[src/rtl/csc_pkg.sv]
package csc_pkg;
  typedef enum logic [2:0] {
    ST_ACTIVE,
    ST_WAIT_IDLE,
    ST_SLEEP,
    ST_WAKE_INVAL,
    ST_WAKE_HOLD
  } csc_state_e;
endpackage

[src/rtl/csc_sync.sv]
module csc_sync #(
  parameter int STAGES = 2
) (
  input  logic clk_i,
  input  logic rst_ni,
  input  logic d_i,
  output logic q_o
);
  logic [STAGES-1:0] chain_q;

  always_ff @(posedge clk_i or negedge rst_ni) begin
    if (!rst_ni) chain_q <= '0;
    else         chain_q <= {chain_q[STAGES-2:0], d_i};
  end

  assign q_o = chain_q[STAGES-1];
endmodule

[src/rtl/csc_hold_timer.sv]
module csc_hold_timer #(
  parameter int CYCLES = 500
) (
  input  logic clk_i,
  input  logic rst_ni,
  input  logic run_i,
  output logic done_o
);
  localparam int CW = $clog2(CYCLES + 1);
  localparam logic [CW-1:0] LAST = CW'(CYCLES - 1);

  logic [CW-1:0] cnt_q;

  assign done_o = run_i && (cnt_q == LAST);

  always_ff @(posedge clk_i or negedge rst_ni) begin
    if (!rst_ni)               cnt_q <= '0;
    else if (!run_i || done_o) cnt_q <= '0;
    else                       cnt_q <= cnt_q + 1'b1;
  end
endmodule

[src/rtl/csc_strap_latch.sv]
module csc_strap_latch (
  input  logic clk_i,
  input  logic rst_ni,
  input  logic strap_i,
  output logic strap_o
);
  logic armed_q;

  // capture once, on the first edge after reset release
  always_ff @(posedge clk_i or negedge rst_ni) begin
    if (!rst_ni) begin
      armed_q <= 1'b1;
      strap_o <= 1'b0;
    end else if (armed_q) begin
      armed_q <= 1'b0;
      strap_o <= strap_i;
    end
  end

  AST_STRAP_FROZEN: assert property (@(posedge clk_i) disable iff (!rst_ni)
    !armed_q |=> $stable(strap_o));
endmodule

[src/rtl/cache_sleep_ctrl.sv]
module cache_sleep_ctrl
  import csc_pkg::*;
#(
  parameter int SYNC_STAGES = 2,
  parameter int CLK_MHZ     = 250,
  parameter int HOLD_NS     = 2000
) (
  input  logic clk_i,
  input  logic rst_ni,
  input  logic pwr_dn_req_i,
  input  logic strap_inval_i,
  input  logic addr_idle_i,
  input  logic data_idle_i,
  input  logic inval_done_i,
  output logic sleep_o,
  output logic clk_en_o,
  output logic ready_o,
  output logic inval_start_o
);
  localparam int HOLD_CYCLES = (CLK_MHZ * HOLD_NS) / 1000;

  csc_state_e state_q, state_d;
  logic req_s, strap_q, hold_done, buses_idle;

  csc_sync #(.STAGES(SYNC_STAGES)) u_sync (
    .clk_i(clk_i), .rst_ni(rst_ni), .d_i(pwr_dn_req_i), .q_o(req_s)
  );

  csc_strap_latch u_strap (
    .clk_i(clk_i), .rst_ni(rst_ni), .strap_i(strap_inval_i), .strap_o(strap_q)
  );

  csc_hold_timer #(.CYCLES(HOLD_CYCLES)) u_hold (
    .clk_i(clk_i), .rst_ni(rst_ni),
    .run_i(state_q == ST_WAKE_HOLD), .done_o(hold_done)
  );

  assign buses_idle = addr_idle_i && data_idle_i;

  always_comb begin
    state_d = state_q;
    unique case (state_q)
      ST_ACTIVE:     if (req_s) state_d = ST_WAIT_IDLE;
      ST_WAIT_IDLE:  if (!req_s)          state_d = ST_ACTIVE;
                     else if (buses_idle) state_d = ST_SLEEP;
      ST_SLEEP:      if (!req_s) state_d = strap_q ? ST_WAKE_INVAL : ST_WAKE_HOLD;
      ST_WAKE_INVAL: if (inval_done_i) state_d = ST_ACTIVE;
      ST_WAKE_HOLD:  if (hold_done)    state_d = ST_ACTIVE;
      default:       state_d = ST_ACTIVE;
    endcase
  end

  always_ff @(posedge clk_i or negedge rst_ni) begin
    if (!rst_ni) state_q <= ST_ACTIVE;
    else         state_q <= state_d;
  end

  assign sleep_o       = (state_q == ST_SLEEP);
  assign clk_en_o      = (state_q != ST_SLEEP);
  assign ready_o       = (state_q == ST_ACTIVE) || (state_q == ST_WAIT_IDLE);
  assign inval_start_o = (state_q == ST_WAKE_INVAL);

  AST_SLEEP_ON_IDLE: assert property (@(posedge clk_i) disable iff (!rst_ni)
    $rose(sleep_o) |-> $past(buses_idle && req_s));
  AST_WAKE_ON_DROP: assert property (@(posedge clk_i) disable iff (!rst_ni)
    $fell(sleep_o) |-> !$past(req_s));
  AST_RETAIN_NO_INVAL: assert property (@(posedge clk_i) disable iff (!rst_ni)
    inval_start_o |-> strap_q);
  AST_INVAL_HELD: assert property (@(posedge clk_i) disable iff (!rst_ni)
    inval_start_o && !inval_done_i |=> inval_start_o);
  AST_HOLD_NOT_EARLY: assert property (@(posedge clk_i) disable iff (!rst_ni)
    (state_q == ST_WAKE_HOLD) && !hold_done |=> !ready_o);
endmodule

[config.mk]
export PLATFORM = sky130hd
export DESIGN_NAME = cache_sleep_ctrl
export DESIGN_NICKNAME = d
export VERILOG_FILES = /design/src/rtl/csc_pkg.sv /design/src/rtl/csc_sync.sv /design/src/rtl/csc_hold_timer.sv /design/src/rtl/csc_strap_latch.sv /design/src/rtl/cache_sleep_ctrl.sv
export SDC_FILE = /design/constraint.sdc
export NUM_CORES = 1
export LEC_CHECK = 0
export BUFFER_PORTS_ARGS = -buffer_cell sky130_fd_sc_hd__buf_2
export CORE_MARGIN = 4
export CORE_UTILIZATION = 50
export CTS_CLUSTER_SIZE = 14
export DETAILED_ROUTE_END_ITERATION = 16
export GPL_TIMING_DRIVEN = 0
export PLACE_DENSITY = 0.7
export SETUP_SLACK_MARGIN = 0.15
export SYNTH_ARGS = -nofsm -noshare
export SYNTH_HDL_FRONTEND = slang
export SYNTH_HIERARCHICAL = 1
export SYNTH_SLANG_ARGS = --single-unit
[constraint.sdc]
create_clock -name clk_i -period 2.42 [get_ports clk_i]
set_input_delay 0.242 -clock clk_i [delete_from_list [all_inputs] [get_ports clk_i]]
set_output_delay 0.242 -clock clk_i [all_outputs]
set_load 0.03 [all_outputs]
==> reports/metrics.csv, run 1 <==
metric;value;unit
outcome;finished, final reports clean;
Hold Path Depth;1;
top cell type's share of synthesized area;42.8;%
CORE AREA;1580;sq um
Ant. Diodes;0;
# setup viols final;0;
CTS sink cnt;16;
Die H;49.9;um
Min-Delay Path Class;in2reg;
VDD IR max;0.530;mV
most frequent cells after synthesis;dfrtp_1 (15), nor2_1 (9);
min-delay src;pwr_dn_req_i;
Layout area overhead;12.7;%
Clock Tree Root;clkbuf_4;
grt total ovfl;0;
post-layout net count;107;
ys flop type;dfrtp_1;
CP delay by family, top;simple AND/OR/NAND/NOR gates;
drt pass-1 iters;4;
Critical Path Start Type;flip-flop;
mean post-synth cell area;10.6;sq um
Skew-Pair Late Insertion Delay;0.29;ns
Cell Area, Synth;877;sq um
vias in the first global route;587;
final clock skew;0.00380;ns
WP data arrival;2.18;ns
critical setup path kind;reg2reg;
Buf/Inv on CP;0;
count of input and output buffers;10;
initial cell density of the core;55.6;%
CP Capture Type;flip-flop;
DRC;0;
asr flop ratio synth;100;%
setup_tns;0;ns
initial antenna violation count;0;
first-pass GRT wire length;2.60;mm
RSZ-0062 raised after global routing;false;
H-tree levels;1;
vias after detailed routing;623;
r2r endpoint;state_q[0]$_DFFE_PN0P_;
num rows;14;
DR vias/cell;5.46;
Synth Register Bits;16;
share of post-route cells with drive strength above 1;25.5;%
PwrDens;747;nW/um^2
syn nets;91;
Post-CTS Setup Inserts;0;
Iter 0 DRT Violations;7;
clock-pin transition on the worst setup and hold timing paths;0.09;ns
Fin. Hold Viols;0;
final worst-path cycle share;82.7;%
Ys Warns;6;
DP HPWL;1.06;mm
io pins;11;
Reg2Reg Depth;8;
CP max FO;5;
final wirelength;1.42;mm
Cells after DPL;109;
flop2flop setup slack;0.42;ns
hold endpoint;u_sync/chain_q[0]$_DFF_PN0_;
Chip Width;49.9;um
crit path max-delay cell type;dfrtp_1;
GRT Total Usage;13.7;%
Synth area leaders;dfrtp_1 (43%), nor2_1 (3.9%), o41ai_4 (3.1%);
largest net degree at the start of global routing;17;
most common cell in the netlist;dfrtp_1;
antenna-violating nets left;0;
Post-synth EDFFs;0;
CP max stage delay;0.41;ns
worst path required time;2.60;ns
Peak Freq;500;MHz
Crit Reg-Reg Startpoint;u_hold/cnt_q[0]$_DFF_PN0_;
Max Slew Vio Count;0;
Cells after Synth;83;
Leak Pwr;0.432;nW
fin cells;114;
worst-path cell chain;ha_1 -> nand2_1 -> nor2_1 -> and3_1 -> nor4b_2 -> nor3_1 -> o21ai_2 -> mux2_1;
Clock Path Buffers;2;
post-synth cell types;37;
Final Critical Period;2.00;ns
Die ar.;2490;sq um
CTS tree;yes;
cts bufs inserted;3;
max_cap viols;0;
Seq/Total Area, Yosys;45.8;%
Final GP Congestion;0.776;
leading area contributor after synthesis;dfrtp_1;
drt wl/cell;12.5;um
## cells in the final DEF (no fill, tap or decap), types with 3 or more instances in the layout
cell	Yosys	layout
a21oi_1	3	3
nor2b_1	4	4
buf_2	0	10
dfrtp_1	15	15
inv_1	4	4
nand2_1	4	4
nor2_1	9	9
xnor2_1	3	3
clkbuf_4	0	3
o21ai_0	4	4
## how the worst max path moves through the flow
stage                              start                endpoint  slack (ns)  cells past startpoint
5_1_grt        u_hold/cnt_q[0]$_DFF_PN0_  state_q[1]$_DFFE_PN0P_        0.26                      8
3_5_place_dp      state_q[1]$_DFFE_PN0P_  state_q[0]$_DFFE_PN0P_        0.17                      7
2_1_floorplan     state_q[1]$_DFFE_PN0P_  state_q[0]$_DFFE_PN0P_        0.41                      7
6_report       u_hold/cnt_q[0]$_DFF_PN0_  state_q[0]$_DFFE_PN0P_        0.42                      8
4_1_cts           state_q[1]$_DFFE_PN0P_  state_q[0]$_DFFE_PN0P_        0.15                      7
3_3_place_gp      state_q[1]$_DFFE_PN0P_  state_q[0]$_DFFE_PN0P_        0.18                      7
## per-layer routing
layer / part of all wire (%) / global-route usage [%] / up-vias / routed length (um)
li1: - / - / 320 / -
met1: 52 / 18.8 / 287 / 739
met2: 41 / 19.8 / 14 / 582
met3: 4.8 / 3.31 / 2 / 69
met4: 2.2 / 6.91 / 0 / 31
met5: 0 / 0 / - / 0
## logic make-up after synthesis
family | Yosys count | share of synthesized area, %
mux | 3 | 4.28
other cells | 1 | 0.428
flops | 16 | 45.8
fa+ha+maj | 1 | 1.43
xor+xnor | 3 | 3.00
compound gates | 15 | 14.0
buf+inv | 8 | 5.99
simple gates | 36 | 25.1
## cell type report
| type | instances | area, sq um |
|---|---|---|
| Fill cell | 131 | 588 |
| Multi-Input combinational cell | 59 | 428 |
| Sequential cell | 16 | 402 |
| Timing Repair Buffer | 11 | 60.1 |
| Buffer | 4 | 37.5 |
| Clock buffer | 4 | 26.3 |
| Tap cell | 16 | 20.0 |
| Inverter | 4 | 15.0 |
## registers in the layout, summed over array words and instances, names as in the netlist
register and cells:
u_hold/cnt_q 9, state_q 3, u_sync/chain_q 2, u_strap/armed_q 1, u_strap/strap_o 1
## timing repair
item	in CTS	in global routing
hold buffers	1	0
resized for setup	0	1
endpoints found under the setup margin	0	2
endpoints found under the hold margin	15	0
## per-stage QoR
step	instance area, sq um	hold WS, ns	power, W	setup slack, ns	util, %
detailed placement	947	0.175	0.000598	0.168	60.1
global route	988	0.0492	0.000792	0.261	62.7
finish	988	0.0583	0.000738	0.419	62.7
floorplan	877	-0.0536	0.000538	0.414	-
global placement	947	0.168	0.000593	0.180	60.1
CTS	983	0.0525	0.000747	0.154	62.4
## report_power, final
part           leakage (nW)  internal, W  switching [W]
combinational         0.207     0.000126       0.000161
clock                0.0150    0.0000642      0.0000823
sequential            0.210     0.000292      0.0000120
total                 0.432     0.000483       0.000256
No activity file was read; power rests on OpenSTA's default activity.
==> run 2, diff against run 1 <==
--- a/config.mk
+++ b/config.mk
@@ -5,6 +5,7 @@
 export SDC_FILE = /design/constraint.sdc
 export NUM_CORES = 1
 export LEC_CHECK = 0
+export ABC_AREA = 1
 export BUFFER_PORTS_ARGS = -buffer_cell sky130_fd_sc_hd__buf_2
 export CORE_MARGIN = 4
 export CORE_UTILIZATION = 50
==> constraint.sdc (replaced) <==
create_clock -name clk_i -period 1.9 [get_ports clk_i]
set_input_delay 0.19 -clock clk_i [delete_from_list [all_inputs] [get_ports clk_i]]
set_output_delay 0.19 -clock clk_i [all_outputs]
set_load 0.03 [all_outputs]
==> run 2 against run 1 <==
Against the previous run:
- final area rose by 0.63%
- non-clock buffer count fell by 3
- die area fell by 0.82%
- sequential power rose by 15%
- largest power group unchanged
- highest routed layer is now met3
==> reports/metrics.csv, run 2 <==
metric;value;unit;change
most common cell in the netlist;nand2_1;;
syn nets;121;;+33%
CP delay by family, top;simple AND/OR/NAND/NOR gates;;
Critical Path Start Type;flip-flop;;
DR vias/cell;4.70;;-14%
grt total ovfl;0;;unchanged
Ant. Diodes;0;;unchanged
max reg flops;9;;unchanged
Die H;49.7;um;-0.41%
Clock Path Buffers;2;;unchanged
Sw Pwr;0.000122;W;-52%
WP data arrival;1.77;ns;-0.41 ns
Clock Tree Root;clkbuf_4;;
Clk pwr share;37.9;%;+18 points
vias after detailed routing;681;;+9.3%
H-tree levels;1;;unchanged
mean post-synth cell area;7.68;sq um;-27%
setup_tns;0;ns;unchanged
critical setup path kind;reg2reg;;
WHS;0.108;ns;+0.0496 ns
Leak Pwr;0.531;nW;+23%
Final GP Congestion;0.807;;+4.0%
post-synth cell types;19;;-49%
final wirelength;1.49;mm;+4.9%
CP max FO;4;;-1
initial antenna violation count;0;;unchanged
Synth Register Bits;16;;unchanged
Cells after Synth;113;;+36%
Buf/Inv on CP;0;;unchanged
CTS tree;yes;;
Post-synth EDFFs;0;;unchanged
most frequent cells after synthesis;nand2_1 (34), nor2_1 (16), dfrtp_1 (15);;
adder-cell area share of the yosys netlist;1.44;%;+0.014 points
post-layout net count;138;;+29%
post-synthesis mux area share;0;%;-4.3 points
Iter 0 DRT Violations;13;;+6
DRC;0;;unchanged
PwrDens;596;nW/um^2;-20%
crit path max-delay cell type;dfrtp_1;;
final worst-path cycle share;83.7;%;+0.99 points
biggest regs;u_hold/cnt_q x9, state_q x3, u_sync/chain_q x2;;
# setup viols final;0;;unchanged
ys flop type;dfrtp_1;;
leading area contributor after synthesis;dfrtp_1;;
cts bufs inserted;3;;unchanged
GRT Total Usage;13.7;%;+0.035 points
max_cap viols;0;;unchanged
worst-path cell chain;ha_1 -> nand2_1 -> nor2_1 -> nand2_2 -> nor2_1 -> nor3_2 -> nor2_2 -> nand2_2 -> nand2_1 -> nand2_1;;
CORE AREA;1580;sq um;unchanged
Seq/Total Area, Yosys;46.3;%;+0.46 points
num rows;14;;unchanged
RSZ-0062 raised after global routing;false;;
Layout area overhead;14.6;%;
VDD IR max;0.438;mV;-17%
top cell type's share of synthesized area;43.2;%;+0.43 points
Max Slew Vio Count;0;;unchanged
clock-pin transition on the worst setup and hold timing paths;0.09;ns;about the same
share of post-route cells with drive strength above 1;24.8;%;-0.70 points
io pins;11;;unchanged
switching part of the total;20.5;%;-14 points
Skew-Pair Late Insertion Delay;0.28;ns;about the same
largest family of logic cells by synthesized area;simple AND/OR/NAND/NOR gates;;
antenna-violating nets left;0;;unchanged
commonest non-fill, non-tap cell in the layout;nand2_1;;
Die ar.;2470;sq um;-0.82%
Gate power share;3.1;%;-36 points
Min-Delay Path Class;in2reg;;
Chip Width;49.7;um;-0.41%
Ys Warns;6;;unchanged
sequential fraction of design power;59.0;%;+18 points
outcome;finished, final reports clean;;
largest net degree at the start of global routing;17;;unchanged
CP Capture Type;flip-flop;;
Fin. Hold Viols;0;;unchanged
leading cell types in the layout, fill and taps excluded;nand2_1 (34), nor2_1 (16), dfrtp_1 (15), inv_1 (14);;
area fraction in compound gates after synthesis;1.87;%;-12 points
vias in the first global route;591;;+0.68%
Cell Area, Synth;868;sq um;-1.0%
CP max stage delay;0.40;ns;about the same
Final Critical Period;1.59;ns;-0.411 ns
asr flop ratio synth;100;%;unchanged
Peak Freq;629;MHz;+26%
first-pass GRT wire length;2.53;mm;-2.7%
Simple-Gate Fraction of Synth Area;40.1;%;+15 points
drt wl/cell;10.3;um;-18%
XOR/XNOR share of the synthesized area;3.03;%;+0.030 points
final clock skew;0.00412;ns;+0.000322 ns
Largest Register;u_hold/cnt_q;;
count of input and output buffers;10;;unchanged
worst path required time;2.08;ns;-0.52 ns
CTS sink cnt;16;;unchanged
Cell Int Power;0.000471;W;-2.3%
initial cell density of the core;55.1;%;-0.56 points
Synth area leaders;dfrtp_1 (43%), nand2_1 (15%), nor2_1 (6.9%);;
drt pass-1 iters;4;;unchanged
most used cell, CP;nand2_1;;
DP HPWL;1.17;mm;+10%
==> run 2: changes by cell type after synthesis, moves of 3 or more <==
cell     before  now
nor2b_1       4    0
nor2_2        0    6
nand2_2       0    3
nand3_1       2   10
nor2_1        9   16
o21ai_0       4    0
inv_1         4   14
nand2_1       4   34
a21oi_1       3    0
==> run 2: worst register-to-register path: cells and delay by family (launching register included) <==
| kind | cells | cell delay [ns] |
|---|---|---|
| simple gates | 9 | 0.82 |
| fa+ha+maj | 1 | 0.27 |
| flops | 1 | 0.40 |
==> run 2: cell type report <==
type                            count  area (sq um)
Fill cell                         135           582
Multi-Input combinational cell     81           407
Sequential cell                    16           402
Timing Repair Buffer               12          70.1
Inverter                           16          60.1
Clock buffer                        4          36.3
Tap cell                           16          20.0
==> run 2: per-stage QoR <==
| step | power, W | std cells | utilization [%] | worst slack [ns] | instance area (sq um) |
|---|---|---|---|---|---|
| 2_1_floorplan | 0.000359 | 113 | - | 0.451 | 868 |
| 3_3_place_gp | 0.000372 | 139 | 59.5 | 0.317 | 938 |
| 3_5_place_dp | 0.000373 | 139 | 59.5 | 0.314 | 938 |
| 4_1_cts | 0.000602 | 145 | 63.1 | 0.297 | 995 |
| 5_1_grt | 0.000621 | 145 | 63.1 | 0.159 | 995 |
| 6_report | 0.000593 | 145 | 63.1 | 0.310 | 995 |
==> run 2: repair_timing <==
action	CTS	global route
hold buffers	2	0
buffers inserted	0	0
endpoints found under the hold margin	16	0
gates resized for setup	0	0
==> run 2: path summary, 6_finish.rpt <==
path                                             start                          end  slack [ns]  cells after the start
setup / recovery             u_hold/cnt_q[0]$_DFF_PN0_       state_q[1]$_DFFE_PN0P_        0.31                     10
hold / removal                           strap_inval_i  u_strap/strap_o$_DFFE_PN0P_        0.11                      3
setup reg to reg             u_hold/cnt_q[0]$_DFF_PN0_       state_q[1]$_DFFE_PN0P_        0.31                     10
hold reg to reg            u_sync/chain_q[0]$_DFF_PN0_  u_sync/chain_q[1]$_DFF_PN0_        0.36                      0
max in group asynchronous                       rst_ni    u_strap/armed_q$_DFF_PN1_        1.27                      2
min in group asynchronous                       rst_ni    u_hold/cnt_q[6]$_DFF_PN0_        0.33                      2
==> run 2: power groups by stage <==
stage / sequential [W] / clock, W / combinational (W)
after floorplan: 0.000356 / 0 / 0.00000340
after global placement: 0.000356 / 0 / 0.0000155
after detailed placement: 0.000357 / 0 / 0.0000161
after CTS: 0.000350 / 0.000233 / 0.0000193
after global routing: 0.000351 / 0.000248 / 0.0000223
final: 0.000350 / 0.000225 / 0.0000186
==> run 2: metal layers <==
metal,vias up,routed length (um),GRT usage (%)
li1,370,-,-
met1,302,738,18.9
met2,9,701,19.6
met3,0,53,3.61
met4,0,0,6.91
met5,-,0,0
==> run 2: logic make-up after synthesis <==
| group | Yosys count |
|---|---|
| and+or+nand+nor | 74 |
| other | 1 |
| adders and majority gates | 1 |
| DFF | 16 |
| AOI/OAI and AO/OA | 2 |
| buffers and inverters | 16 |
| xor gates and xnor gates | 3 |
